File: config.mk
export PLATFORM = sky130hd
export DESIGN_NAME = avw_rx
export DESIGN_NICKNAME = d
export VERILOG_FILES = /design/src/rtl/avw_pkg.sv /design/src/rtl/avw_tick_gen.sv /design/src/rtl/avw_line_sampler.sv /design/src/rtl/avw_deser.sv /design/src/rtl/avw_rx.sv
export SDC_FILE = /design/constraint.sdc
export NUM_CORES = 1
export LEC_CHECK = 0
export ABC_AREA = 1
export ABC_CLOCK_PERIOD_IN_PS = 4700
export BUFFER_PORTS_ARGS = -buffer_cell sky130_fd_sc_hd__buf_4
export CAP_MARGIN = 10
export CORE_UTILIZATION = 55
export CTS_BUF_LIST = sky130_fd_sc_hd__clkbuf_2
export DETAILED_ROUTE_END_ITERATION = 16
export PLACE_DENSITY = 0.81
export SYNTH_ARGS = -nofsm -noshare
export SYNTH_HDL_FRONTEND = slang
export SYNTH_SLANG_ARGS = --single-unit
File: constraint.sdc
create_clock -name clk -period 4.7 [get_ports clk]
set_clock_uncertainty 0.05 [all_clocks]
set_input_delay 0.235 -clock clk [delete_from_list [all_inputs] [get_ports clk]]
set_output_delay 0.235 -clock clk [all_outputs]
set_load 0.01 [all_outputs]
File: src/rtl/avw_pkg.sv
// Package avw_pkg
// Shared types and word geometry for the three-level serial word receiver.
// Assumes a 32-bit word that is read back as two 16-bit halves.
package avw_pkg;
    localparam int WORD_W = 32;
    localparam int HALF_W = 16;

    // Decoded line level, built from the two comparator outputs
    typedef enum logic [1:0] {
        LV_IDLE = 2'b00,
        LV_POS  = 2'b01,
        LV_NEG  = 2'b10,
        LV_ILL  = 2'b11
    } line_lvl_t;
endpackage

File: src/rtl/avw_tick_gen.sv
// Module avw_tick_gen
// Makes a one-cycle sub-sample tick. A bit period is DIV_FAST or DIV_SLOW
// system clocks, and holds SUBS_PER_BIT ticks.
// Assumes both divisors are whole multiples of SUBS_PER_BIT.
module avw_tick_gen #(
    parameter int SUBS_PER_BIT = 10,
    parameter int DIV_FAST     = 10,
    parameter int DIV_SLOW     = 80
) (
    input  logic clk,
    input  logic rst_n,
    input  logic slow_i,
    output logic tick_o
);
    localparam int PER_FAST = DIV_FAST / SUBS_PER_BIT;
    localparam int PER_SLOW = DIV_SLOW / SUBS_PER_BIT;
    localparam int CW       = $clog2(PER_SLOW + 1);

    logic [CW-1:0] cnt_q;
    logic [CW-1:0] last;

    assign last = slow_i ? CW'(PER_SLOW - 1) : CW'(PER_FAST - 1);

    // Count system clocks and pulse the tick once per sub-sample period
    always_ff @(posedge clk) begin
        if (!rst_n) begin
            cnt_q  <= '0;
            tick_o <= 1'b0;
        end else if (cnt_q >= last) begin
            cnt_q  <= '0;
            tick_o <= 1'b1;
        end else begin
            cnt_q  <= cnt_q + 1'b1;
            tick_o <= 1'b0;
        end
    end

    // at the slow rate two ticks never fall on adjacent cycles
    p_slow_spacing_r1: assert property (@(posedge clk) disable iff (!rst_n)
        (tick_o && slow_i) |=> (!tick_o || !slow_i));
    // at the fast rate a tick follows every cycle
    p_fast_rate_r1: assert property (@(posedge clk) disable iff (!rst_n)
        !slow_i |=> tick_o);
endmodule

File: src/rtl/avw_line_sampler.sv
// Module avw_line_sampler
// Samples the two comparator outputs on every tick and filters each level
// by run length. It emits one-cycle events for a data bit, a framing error
// and an idle gap.
// Assumes each data bit is a data level followed by an idle level.
module avw_line_sampler
    import avw_pkg::*;
#(
    parameter int STABLE_MIN = 3,
    parameter int GAP_SUBS   = 30
) (
    input  logic clk,
    input  logic rst_n,
    input  logic tick_i,
    input  logic pos_i,
    input  logic neg_i,
    output logic bit_vld_o,
    output logic bit_val_o,
    output logic err_o,
    output logic gap_o
);
    localparam int RUN_SAT = GAP_SUBS + 1;
    localparam int RW      = $clog2(RUN_SAT + 1);

    line_lvl_t     lvl;
    line_lvl_t     prev_q;
    logic [RW-1:0] run_q;
    logic [RW-1:0] run_nx;
    logic          armed_q;

    assign lvl    = line_lvl_t'({neg_i, pos_i});
    assign run_nx = (lvl != prev_q)            ? RW'(1) :
                    (run_q == RW'(RUN_SAT))    ? run_q  : run_q + 1'b1;

    // Track run length per level; arm on stable idle, emit events on qualification
    always_ff @(posedge clk) begin
        if (!rst_n) begin
            prev_q    <= LV_IDLE;
            run_q     <= '0;
            armed_q   <= 1'b0;
            bit_vld_o <= 1'b0;
            bit_val_o <= 1'b0;
            err_o     <= 1'b0;
            gap_o     <= 1'b0;
        end else begin
            bit_vld_o <= 1'b0;
            err_o     <= 1'b0;
            gap_o     <= 1'b0;
            if (tick_i) begin
                prev_q <= lvl;
                run_q  <= run_nx;
                if (run_nx == RW'(STABLE_MIN)) begin
                    case (lvl)
                        LV_IDLE: armed_q <= 1'b1;
                        LV_POS, LV_NEG: begin
                            if (armed_q) begin
                                bit_vld_o <= 1'b1;
                                bit_val_o <= (lvl == LV_POS);
                                armed_q   <= 1'b0;
                            end else begin
                                err_o <= 1'b1;
                            end
                        end
                        default: begin
                            err_o   <= 1'b1;
                            armed_q <= 1'b0;
                        end
                    endcase
                end
                if (lvl == LV_IDLE && run_nx == RW'(GAP_SUBS))
                    gap_o <= 1'b1;
            end
        end
    end

    // bit, error and gap events are mutually exclusive
    p_evt_excl_r9: assert property (@(posedge clk) disable iff (!rst_n)
        $onehot0({bit_vld_o, err_o, gap_o}));
    // every event comes from a sub-sample tick
    p_evt_on_tick_r2: assert property (@(posedge clk) disable iff (!rst_n)
        (bit_vld_o || err_o || gap_o) |-> $past(tick_i));
endmodule

File: src/rtl/avw_deser.sv
// Module avw_deser
// Shifts qualified bits into a word, first bit at word bit 1 (index 0).
// Drops partial words on a gap and drops the whole word after an error
// until the next gap.
// Assumes the bit, error and gap events are one cycle wide and never coincide.
module avw_deser
    import avw_pkg::*;
(
    input  logic              clk,
    input  logic              rst_n,
    input  logic              bit_vld_i,
    input  logic              bit_val_i,
    input  logic              err_i,
    input  logic              gap_i,
    output logic              done_o,
    output logic [WORD_W-1:0] word_o
);
    localparam int CW = $clog2(WORD_W);

    logic [WORD_W-1:0] sr_q;
    logic [CW-1:0]     cnt_q;
    logic              drop_q;
    logic [WORD_W-1:0] sr_nx;

    assign sr_nx = {bit_val_i, sr_q[WORD_W-1:1]};

    // Assemble bits, flush on gap, discard after error
    always_ff @(posedge clk) begin
        if (!rst_n) begin
            sr_q   <= '0;
            cnt_q  <= '0;
            drop_q <= 1'b0;
            done_o <= 1'b0;
            word_o <= '0;
        end else begin
            done_o <= 1'b0;
            if (err_i) begin
                drop_q <= 1'b1;
                cnt_q  <= '0;
            end else if (gap_i) begin
                drop_q <= 1'b0;
                cnt_q  <= '0;
            end else if (bit_vld_i && !drop_q) begin
                sr_q <= sr_nx;
                if (cnt_q == CW'(WORD_W - 1)) begin
                    cnt_q  <= '0;
                    done_o <= 1'b1;
                    word_o <= sr_nx;
                end else begin
                    cnt_q <= cnt_q + 1'b1;
                end
            end
        end
    end

    // a word completes only on the 32nd counted bit
    p_done_full_r3: assert property (@(posedge clk) disable iff (!rst_n)
        done_o |-> ($past(cnt_q) == CW'(WORD_W - 1) && $past(bit_vld_i)));
    // a gap always clears the partial bit count
    p_gap_flush_r8: assert property (@(posedge clk) disable iff (!rst_n)
        gap_i |=> (cnt_q == '0));
endmodule

File: src/rtl/avw_rx.sv
// Module avw_rx (top)
// Three-level serial word receiver: tick divider, level sampler, deserializer,
// label-bit filter, holding register and two-strobe read port.
// Assumes the read strobes are single-cycle pulses. A new accepted word
// overwrites an unread one.
module avw_rx
    import avw_pkg::*;
#(
    parameter int SUBS_PER_BIT = 10,
    parameter int DIV_FAST     = 10,
    parameter int DIV_SLOW     = 80,
    parameter int STABLE_MIN   = 3,
    parameter int GAP_BITS     = 3
) (
    input  logic              clk,
    input  logic              rst_n,
    input  logic              line_pos_i,
    input  logic              line_neg_i,
    input  logic              slow_sel_i,
    input  logic              filt_en_i,
    input  logic              filt_b9_i,
    input  logic              filt_b10_i,
    input  logic              rd_a_i,
    input  logic              rd_b_i,
    output logic [HALF_W-1:0] rdata_o,
    output logic              ready_o
);
    localparam int GAP_SUBS = GAP_BITS * SUBS_PER_BIT;

    // Word bit number (1-based) carried by each bit of half A
    function automatic int half_a_src(input int pos);
        case (pos)
            15: return 13;
            14: return 12;
            13: return 11;
            12: return 10;
            11: return 9;
            10: return 31;
            9:  return 30;
            8:  return 32;
            default: return 8 - pos;
        endcase
    endfunction

    logic              tick;
    logic              bit_vld;
    logic              bit_val;
    logic              err;
    logic              gap;
    logic              done;
    logic [WORD_W-1:0] word;
    logic              match;
    logic [WORD_W-1:0] hold_q;
    logic              seen_a_q;
    logic              seen_b_q;
    logic [HALF_W-1:0] half_a;
    logic [HALF_W-1:0] half_b;

    avw_tick_gen #(
        .SUBS_PER_BIT(SUBS_PER_BIT),
        .DIV_FAST    (DIV_FAST),
        .DIV_SLOW    (DIV_SLOW)
    ) u_tick (
        .clk   (clk),
        .rst_n (rst_n),
        .slow_i(slow_sel_i),
        .tick_o(tick)
    );

    avw_line_sampler #(
        .STABLE_MIN(STABLE_MIN),
        .GAP_SUBS  (GAP_SUBS)
    ) u_samp (
        .clk      (clk),
        .rst_n    (rst_n),
        .tick_i   (tick),
        .pos_i    (line_pos_i),
        .neg_i    (line_neg_i),
        .bit_vld_o(bit_vld),
        .bit_val_o(bit_val),
        .err_o    (err),
        .gap_o    (gap)
    );

    avw_deser u_deser (
        .clk      (clk),
        .rst_n    (rst_n),
        .bit_vld_i(bit_vld),
        .bit_val_i(bit_val),
        .err_i    (err),
        .gap_i    (gap),
        .done_o   (done),
        .word_o   (word)
    );

    // Word bits 9 and 10 sit at indices 8 and 9
    assign match = !filt_en_i || (word[8] == filt_b9_i && word[9] == filt_b10_i);

    // Hold accepted words and track which halves have been read
    always_ff @(posedge clk) begin
        if (!rst_n) begin
            hold_q   <= '0;
            ready_o  <= 1'b0;
            seen_a_q <= 1'b0;
            seen_b_q <= 1'b0;
        end else if (done && match) begin
            hold_q   <= word;
            ready_o  <= 1'b1;
            seen_a_q <= 1'b0;
            seen_b_q <= 1'b0;
        end else if (ready_o) begin
            if ((seen_a_q || rd_a_i) && (seen_b_q || rd_b_i)) begin
                ready_o  <= 1'b0;
                seen_a_q <= 1'b0;
                seen_b_q <= 1'b0;
            end else begin
                seen_a_q <= seen_a_q || rd_a_i;
                seen_b_q <= seen_b_q || rd_b_i;
            end
        end
    end

    // Build both read halves from the held word
    for (genvar i = 0; i < HALF_W; i++) begin : g_halves
        assign half_a[i] = hold_q[half_a_src(i) - 1];
        assign half_b[i] = hold_q[i + 13];
    end

    assign rdata_o = rd_b_i ? half_b : half_a;

    // an accepted word is held and flagged on the next cycle
    p_accept_ready_r5: assert property (@(posedge clk) disable iff (!rst_n)
        (done && match) |=> (ready_o && hold_q == $past(word)));
    // a filtered-out word leaves the holding register untouched
    p_reject_keep_r4: assert property (@(posedge clk) disable iff (!rst_n)
        (done && !match) |=> $stable(hold_q));
    // the flag only drops after a read strobe
    p_ready_fall_r10: assert property (@(posedge clk) disable iff (!rst_n)
        $fell(ready_o) |-> ($past(rd_a_i) || $past(rd_b_i)));
endmodule

==> qor.csv, run 1 <==
metric;value;unit
status;completed;
grtUsageTotal;19.5;%
worstPathArrival;2.61;ns
tns;0;ns
drtIter0Drc;197;
start_util;57.2;%
grt_max_degree;108;
finalWirelength;8650;um
async_reset_ff_share;0;%
gp_congestion;0.828;
ys_seq_area_share;48.7;%
root_buffer;clkbuf_2;
holdPathStages;4;
yosys.area.top_type;dfxtp_1;
rows;34;
avgSynthCellArea;8.02;um^2
relSlewSlack;41.5;%
crit_required;5.18;ns
postSynthCellCount;625;
worst_slack;2.58;ns
die_y;97.5;um
rr_endpoint;hold_q[12];
postCtsResizedCells;0;
post-synth-top-area-fraction;48.7;%
layout-drive-gt1-share;16.1;%
fin_nets;659;
ios;27;
antenna_found_initial;0;
diodes;0;
drt.antenna.violating_nets;0;
numCtsBuffers;17;
hp-start;rd_b_i;
ys_ff_latch;122;
cts_htree_levels;4;
r2r_slack;2.58;ns
r2r_start;u_deser.word_o[9];
final_cells;761;
setup_viol;0;
synth.net_count;644;
die_width;97.5;um
port_buffers;26;
hold_end;ready_o;
grt_pass1_wl;15100;um
routedWlPerCell;11.4;um
place_hpwl;5880;um
ys_top_cells_by_count;122 x dfxtp_1, 85 x nand2_1, 84 x nor2_1;
clk_pin_slew;0.19;ns
min_period;2.12;ns
fin_crit_sh;45.2;%
dr_total_vias;3916;
p_per_area;316;nW/um^2
synthSimpleGateAreaFrac;20.9;%
cp-end-kind;flip-flop;
die-area;9500;um^2
overflow;0;
fin_area;5360;um^2
synth_cell_types;32;
maxCapViolCount;0;
synth.cell_area;5010;um^2
path_class;reg -> reg;
worstMarginPinSlew;0.875;ns
slew_viol_final;0;
core;8760;um^2
grt_pass1_vias;3542;
critPathLaunchType;flip-flop;
rsz0062_at_grt;false;
synth_top_flop_cell;dfxtp_1;
syn_to_final_growth;6.91;%
clock.fmax;471;MHz
synth_top_family_by_area;simple AND/OR/NAND/NOR gates;
synth.area.mux_share;0;%
worstPathMaxFanout;36;
drc;0;
hold_ws;0.0650;ns
hold_class;in -> reg;
cts_tree;yes;
irDropWorstVdd;0.144;mV
clk_latency;0.63;ns
hold_violations;0;
vias_per_cell;5.15;
dp_cells;726;
clk_path_buf_depth;2;
cts.sink_count;122;
synth-xor-area-share;1.05;%
yosys-top-cells-area;dfxtp_1 49%, nand2_1 6.4%, nor2_1 6.3%;
synth_compound_area_share;17.6;%
place_ws;2.61;ns
yosysMostFrequentCell;dfxtp_1;
drtPass1Iterations;5;
synth_fa_ha_area_share;2.25;%
leakage;2.16;nW
yosys_warnings;0;
place_area;5140;um^2
reg2reg_depth;6;
synth_edf_count;0;
final cells by class:
| type | count | area, um^2 |
|---|---|---|
| Sequential cell | 122 | 2440 |
| Tap cell | 108 | 135 |
| Timing Repair Buffer | 29 | 225 |
| Multi-Input combinational cell | 399 | 2100 |
| Clock buffer | 17 | 85.1 |
| Inverter | 71 | 272 |
| Fill cell | 765 | 3400 |
| Clock inverter | 15 | 104 |
cells by family (layout without fill, tap and decap cells):
group           Yosys count  count (layout)
fa+ha+maj                 9               9
compound gates          154             154
xor+xnor                  6               6
buf+inv                 104             132
simple gates            230             230
flops                   122             122
state kept, by name, summed over array words and instances, names as in the netlist, 2 cells and up:
signal and flops:
u_samp.run_q 5, u_samp.prev_q 2, hold_q 32, u_deser.sr_q 31
u_deser.word_o 32, u_deser.cnt_q 5, u_tick.cnt_q 4
what timing repair did:
| action | CTS | global route |
|---|---|---|
| endpoints found under the hold margin | 10 | 0 |
| buffers inserted | 0 | 0 |
| hold buffers | 3 | 0 |
| endpoints found under the setup margin | 0 | 0 |
metal layers:
| layer | global-route usage, % | vias to the layer above | share of wire, % |
|---|---|---|---|
| met5 | 0 | - | 0 |
| met1 | 24.7 | 1782 | 49 |
| met4 | 7.47 | 0 | 0.90 |
| met3 | 5.11 | 9 | 4.0 |
| li1 | - | 2062 | - |
| met2 | 31.8 | 63 | 46 |
cells in the final DEF, fill, tap and decap left out:
master	netlist	routed
inv_6	0	2
inv_4	2	2
nor2_8	3	3
xnor2_1	2	2
ha_1	9	9
nor2_1	84	84
nor3b_1	1	1
a21oi_2	6	6
clkinv_4	0	3
inv_2	7	7
nand3_4	1	1
a21oi_1	38	38
o21ai_1	26	26
nand2_1	85	85
nor3_1	4	4
nand2_2	2	2
o21ai_2	21	21
nand4_1	4	4
nand2_4	1	1
clkinv_2	0	3
xor2_1	4	4
o32ai_1	1	1
o22ai_1	2	2
a211oi_1	1	1
dfxtp_1	122	122
clkbuf_2	0	17
nor2_4	3	3
nand3_2	2	2
dlygate4sd3_1	0	3
nand3_1	39	39
buf_4	0	26
clkinv_1	0	2
o21ai_0	59	59
nand4_2	1	1
clkinvlp_4	0	5
inv_1	62	62
report_power, final:
group / switching (mW) / internal, mW
sequential: 0.0146 / 1.05
combinational: 0.0647 / 0.0359
clock: 0.395 / 0.134
total: 0.475 / 1.22
worst max-delay path, cell delays in order (launching register included):
cell and delay [ns]:
dfxtp_1 0.41, xor2_1 0.16, o21ai_1 0.08, nand2_1 0.64, inv_2 0.41, nor2_1 0.22, nor2_1 0.06
stage by stage:
step	total power, mW	utilization, %
finish	1.69	61.2
global route	1.77	61.2
CTS	1.71	61.2
detailed placement	1.18	58.7
global placement	1.18	58.7
floorplan	1.16	-
worst max-delay path by stage:
stage | cells past startpoint | startpoint | end
CTS | 6 | u_deser.word_o[9] | hold_q[1]
detailed placement | 6 | u_deser.word_o[9] | hold_q[1]
global placement | 6 | u_deser.word_o[9] | hold_q[8]
finish | 6 | u_deser.word_o[9] | hold_q[12]
global route | 6 | u_deser.word_o[9] | hold_q[27]
floorplan | 11 | u_deser.cnt_q[0] | u_deser.word_o[12]
No activity file was read; power rests on OpenSTA's default activity.
==> run 2, diff against run 1 <==
--- a/config.mk
+++ b/config.mk
@@ -6,13 +6,13 @@
 export NUM_CORES = 1
 export LEC_CHECK = 0
 export ABC_AREA = 1
-export ABC_CLOCK_PERIOD_IN_PS = 4700
+export ABC_CLOCK_PERIOD_IN_PS = 1740
 export BUFFER_PORTS_ARGS = -buffer_cell sky130_fd_sc_hd__buf_4
 export CAP_MARGIN = 10
 export CORE_UTILIZATION = 55
 export CTS_BUF_LIST = sky130_fd_sc_hd__clkbuf_2
 export DETAILED_ROUTE_END_ITERATION = 16
-export PLACE_DENSITY = 0.81
+export PLACE_DENSITY = 0.84
 export SYNTH_ARGS = -nofsm -noshare
 export SYNTH_HDL_FRONTEND = slang
 export SYNTH_SLANG_ARGS = --single-unit
==> constraint.sdc (replaced) <==
create_clock -name clk -period 1.74 [get_ports clk]
set_clock_uncertainty 0.05 [all_clocks]
set_input_delay 0.087 -clock clk [delete_from_list [all_inputs] [get_ports clk]]
set_output_delay 0.087 -clock clk [all_outputs]
set_load 0.01 [all_outputs]
==> run 2 against run 1 <==
Combinational power grew to 3.1 times the previous value. Via count increased by 4.3%. Non-clock buffer count grew 19. Critical endpoint is now u_deser.word_o[10]. Highest routed layer unchanged.
==> qor.csv, run 2 (same netlist as run 1, synthesis figures left out) <==
metric;value;unit
fin_nets;681;
irDropWorstVdd;0.435;mV
place_hpwl;6300;um
utilization;66.0;%
crit_required;2.28;ns
numCtsBuffers;17;
die_y;97.5;um
relSlewSlack;71.3;%
hold_class;in -> reg;
p_seq_share;56.7;%
min_period;1.70;ns
p_comb_share;6.2;%
die-area;9500;um^2
grt_pass1_vias;3586;
rsz0062_at_grt;true;
clk_latency;0.65;ns
maxCapViolCount;0;
status;completed;
port_buffers;26;
leakage;2.33;nW
slew_viol_final;0;
root_buffer;clkbuf_2;
p_sw;1.30;mW
final_common_cell;dfxtp_1;
place_area;5250;um^2
intPower;3.76;mW
cts_tree;yes;
drtPass1Iterations;5;
syn_to_final_growth;15.4;%
dr_total_vias;4083;
cts_htree_levels;4;
fin_area;5790;um^2
cp-end-kind;flip-flop;
drt.antenna.violating_nets;0;
diodes;0;
hold_violations;0;
layout_common_cells;116 x dfxtp_1, 84 x nand2_1, 83 x nor2_1;
layout-drive-gt1-share;20.4;%
clk_pin_slew;0.18;ns
drtIter0Drc;190;
grt_max_degree;101;
path_class;reg -> reg;
start_util;57.2;%
reg_top3;hold_q: 32 flops, u_deser.word_o: 32 flops, u_deser.sr_q: 31 flops;
worstPathMaxFanout;7;
overflow;0;
grt_pass1_wl;15900;um
antenna_found_initial;0;
p_per_area;875;nW/um^2
fin_crit_sh;97.5;%
clock.fmax;589;MHz
vias_per_cell;5.21;
finalWirelength;9790;um
gp_congestion;0.821;
critPathLaunchType;flip-flop;
clk_path_buf_depth;2;
cts.sink_count;122;
ios;27;
grtUsageTotal;20.4;%
pwr-share-clk;37.1;%
drc;0;
fill_cells;684;
worstMarginPinSlew;0.430;ns
rows;34;
hold_ws;0.0662;ns
p_sw_share;25.7;%
die_width;97.5;um
setup_viol;0;
worstPathArrival;2.24;ns
routedWlPerCell;12.5;um
core;8760;um^2
==> run 2: area by class of cell <==
type	count	area (um^2)	area share [%]
inverter	71	285	4.93
timing repair buffer	48	480	8.30
multi-input combinational	399	2130	36.9
clock inverter	14	173	2.98
tap	108	135	2.34
clock buffer	18	90.1	1.56
sequential	122	2450	42.4
timing repair inverter	3	33.8	0.584
==> run 2: power by group through the flow <==
| stage | Combinational (mW) | Clock (mW) | Sequential (mW) |
|---|---|---|---|
| 2_1_floorplan | 0.219 | 0 | 2.91 |
| 3_3_place_gp | 0.261 | 0 | 2.92 |
| 6_report | 0.314 | 1.88 | 2.87 |
| 3_5_place_dp | 0.276 | 0 | 2.92 |
| 4_1_cts | 0.289 | 1.92 | 2.87 |
| 5_1_grt | 0.358 | 2.05 | 2.88 |
==> run 2: path summary, 6_finish.rpt <==
check                   start            endpoint  slack (ns)  depth (start not counted)
min reg2reg   u_tick.cnt_q[0]     u_tick.cnt_q[0]        0.40                          1
max reg2reg  u_deser.cnt_q[1]  u_deser.word_o[10]        0.04                         11
min                filt_b10_i           hold_q[6]        0.07                          6
max          u_deser.cnt_q[1]  u_deser.word_o[10]        0.04                         11
==> run 2: timing repair <==
item / in CTS / in global routing
gates resized for setup: 4 / 20
endpoints found under the hold margin: 117 / 0
hold buffers: 8 / 0
cloned: 0 / 3
endpoints found under the setup margin: 27 / 43
setup buffers: 0 / 8
pin swaps: 0 / 4
==> run 2: through the flow <==
step	std cells	setup TNS (ns)	worst slack, ns	total power [mW]
CTS	772	0	0.00989	5.08
global placement	732	0	0.0875	3.18
floorplan	625	0	0.0482	3.13
finish	783	0	0.0429	5.06
global route	783	-0.179	-0.0357	5.28
detailed placement	732	-0.0547	-0.0232	3.20
==> run 2: metal layers <==
layer | GRT usage, % | routed length [um] | vias up
li1 | - | - | 2111
met1 | 26.7 | 4520 | 1869
met2 | 32.1 | 4660 | 81
met3 | 4.96 | 403 | 22
met4 | 8.82 | 197 | 0
met5 | 0 | 0 | -
==> run 2: worst max-delay path, stage by stage (launching register included) <==
cell and delay, ns:
dfxtp_2 0.40, ha_4 0.14, inv_2 0.04, nor3_2 0.11
ha_2 0.21, nand2_4 0.07, nor2_8 0.10, inv_4 0.06
nor2_8 0.11, buf_12 0.15, clkinv_8 0.07, o21ai_2 0.12
==> run 3, diff against run 2 <==
--- a/config.mk
+++ b/config.mk
@@ -6,7 +6,7 @@
 export NUM_CORES = 1
 export LEC_CHECK = 0
 export ABC_AREA = 1
-export ABC_CLOCK_PERIOD_IN_PS = 1740
+export ABC_CLOCK_PERIOD_IN_PS = 1400
 export BUFFER_PORTS_ARGS = -buffer_cell sky130_fd_sc_hd__buf_4
 export CAP_MARGIN = 10
 export CORE_UTILIZATION = 55
==> constraint.sdc (replaced) <==
create_clock -name clk -period 1.4 [get_ports clk]
set_clock_uncertainty 0.05 [all_clocks]
set_input_delay 0.07 -clock clk [delete_from_list [all_inputs] [get_ports clk]]
set_output_delay 0.07 -clock clk [all_outputs]
set_load 0.01 [all_outputs]
==> run 3 against run 2 <==
The run now ends with negative hold slack, negative setup slack left. Sequential share of layout area is 2.7 points lower. Register-to-register slack worse by 0.33 ns. Routed wire length is 25% higher. Worst hold slack worse by 0.45 ns. Critical path type unchanged. Largest cell class unchanged. Largest power group unchanged. Highest routed layer unchanged.
==> qor.csv, run 3 (same netlist as run 1, synthesis figures left out) <==
metric;value;unit
min_period;1.68;ns
power;6.76;mW
violations;negative hold slack, negative setup slack;
crit_required;1.95;ns
hold_ws;-0.381;ns
hold_class;in -> reg;
die_width;97.5;um
place_area;5400;um^2
core;8760;um^2
grt_max_degree;98;
p_per_area;1080;nW/um^2
cp-end-kind;flip-flop;
vias_per_cell;5.47;
worstMarginPinSlew;0.517;ns
cts_htree_levels;4;
die-area;9500;um^2
drtIter0Drc;288;
status;finished with violations;
drc;0;
grt_pass1_wl;17500;um
ctsHoldBuffers;6;
port_buffers;26;
grt_pass1_vias;3982;
clk_pin_slew;0.21;ns
cts_tree;yes;
clk_path_buf_depth;2;
path_class;reg -> reg;
layout-drive-gt1-share;34.7;%
rows;34;
die_y;97.5;um
numCtsBuffers;17;
holdPathStages;3;
setup_viol;58;
rsz0062_at_grt;true;
worst_slack;-0.282;ns
worstPathArrival;2.23;ns
syn_to_final_growth;24.8;%
antenna_found_initial;1;
leakage;2.55;nW
overflow;0;
final_common_cell;dfxtp_1;
slew_viol_final;0;
utilization;71.4;%
drtPass1Iterations;5;
ios;27;
routedWlPerCell;15.3;um
reg_top3;hold_q: 32 flops, u_deser.word_o: 32 flops, u_deser.sr_q: 31 flops;
fin_nets;698;
fill_cells;582;
fin_area;6250;um^2
gp_congestion;0.883;
place_hpwl;6460;um
relSlewSlack;65.5;%
dr_total_vias;4382;
drt.antenna.violating_nets;0;
fin_crit_sh;120;%
clock.fmax;594;MHz
hold_violations;66;
worstPathMaxFanout;27;
irDropWorstVdd;0.668;mV
clk_latency;0.67;ns
root_buffer;clkbuf_2;
layout_common_cells;87 x dfxtp_1, 79 x nor2_1, 66 x nand2_1;
reg2reg_depth;10;
finalWirelength;12200;um
r2r_slack;-0.28;ns
grtUsageTotal;22.3;%
start_util;57.2;%
maxCapViolCount;0;
cts.sink_count;122;
critPathLaunchType;flip-flop;
[run 3: metrics by stage]
| step | hold WS, ns | std cells | worst slack [ns] | TNS, ns |
|---|---|---|---|---|
| 4_1_cts | -0.379 | 790 | -0.204 | -6.27 |
| 2_1_floorplan | 0.178 | 625 | -0.234 | -5.19 |
| 6_report | -0.381 | 801 | -0.282 | -7.89 |
| 3_3_place_gp | 0.309 | 749 | -0.158 | -4.53 |
| 3_5_place_dp | 0.325 | 749 | -0.219 | -6.43 |
| 5_1_grt | -0.404 | 801 | -0.366 | -16.25 |
[run 3: what timing repair did]
item / 4_1_cts / 5_1_grt
setup buffers: 2 / 4
setup endpoints to repair: 69 / 124
gates cloned: 1 / 6
pin swaps: 18 / 27
endpoints found under the hold margin: 115 / 85
resized for setup: 59 / 80
[run 3: worst max-delay path: stages, from the launching register on]
cell and delay (ns):
dfxtp_2 0.40, ha_4 0.14, inv_2 0.03, nor3_2 0.11
ha_2 0.23, nand2_4 0.08, nor2_8 0.13, inv_4 0.06
nor2_8 0.12, inv_8 0.10, o21ai_1 0.18
[run 3: cell type report]
| class | count | area (um^2) | share of cell area, % |
|---|---|---|---|
| Clock inverter | 15 | 221 | 3.54 |
| Timing Repair Buffer | 68 | 687 | 11.0 |
| Antenna cell | 1 | 2.50 | 0.0400 |
| Sequential cell | 122 | 2490 | 39.7 |
| Clock buffer | 17 | 85.1 | 1.36 |
| Tap cell | 108 | 135 | 2.16 |
| Multi-Input combinational cell | 399 | 2350 | 37.6 |
| Inverter | 71 | 284 | 4.54 |
[run 3: worst paths after layout]
kind | startpoint | end
min reg2reg | hold_q[31] | hold_q[31]
max reg2reg | u_deser.cnt_q[1] | u_deser.word_o[7]
max | u_deser.cnt_q[1] | u_deser.word_o[7]
min | rst_n | u_tick.tick_o
[run 3: routing by layer]
metal  GRT usage (%)  vias to the layer above  share of wire [%]
met5               0                        -                  0
met4            9.39                        0                2.8
met3            4.68                       34                3.7
met2            37.1                      122                 52
met1            28.2                     2082                 42
li1                -                     2144                  -
[run 3: power breakdown]
part           internal [mW]  switching, mW
clock network           1.35           1.37
registers               3.52         0.0484
logic                  0.179          0.293
total                   5.05           1.71
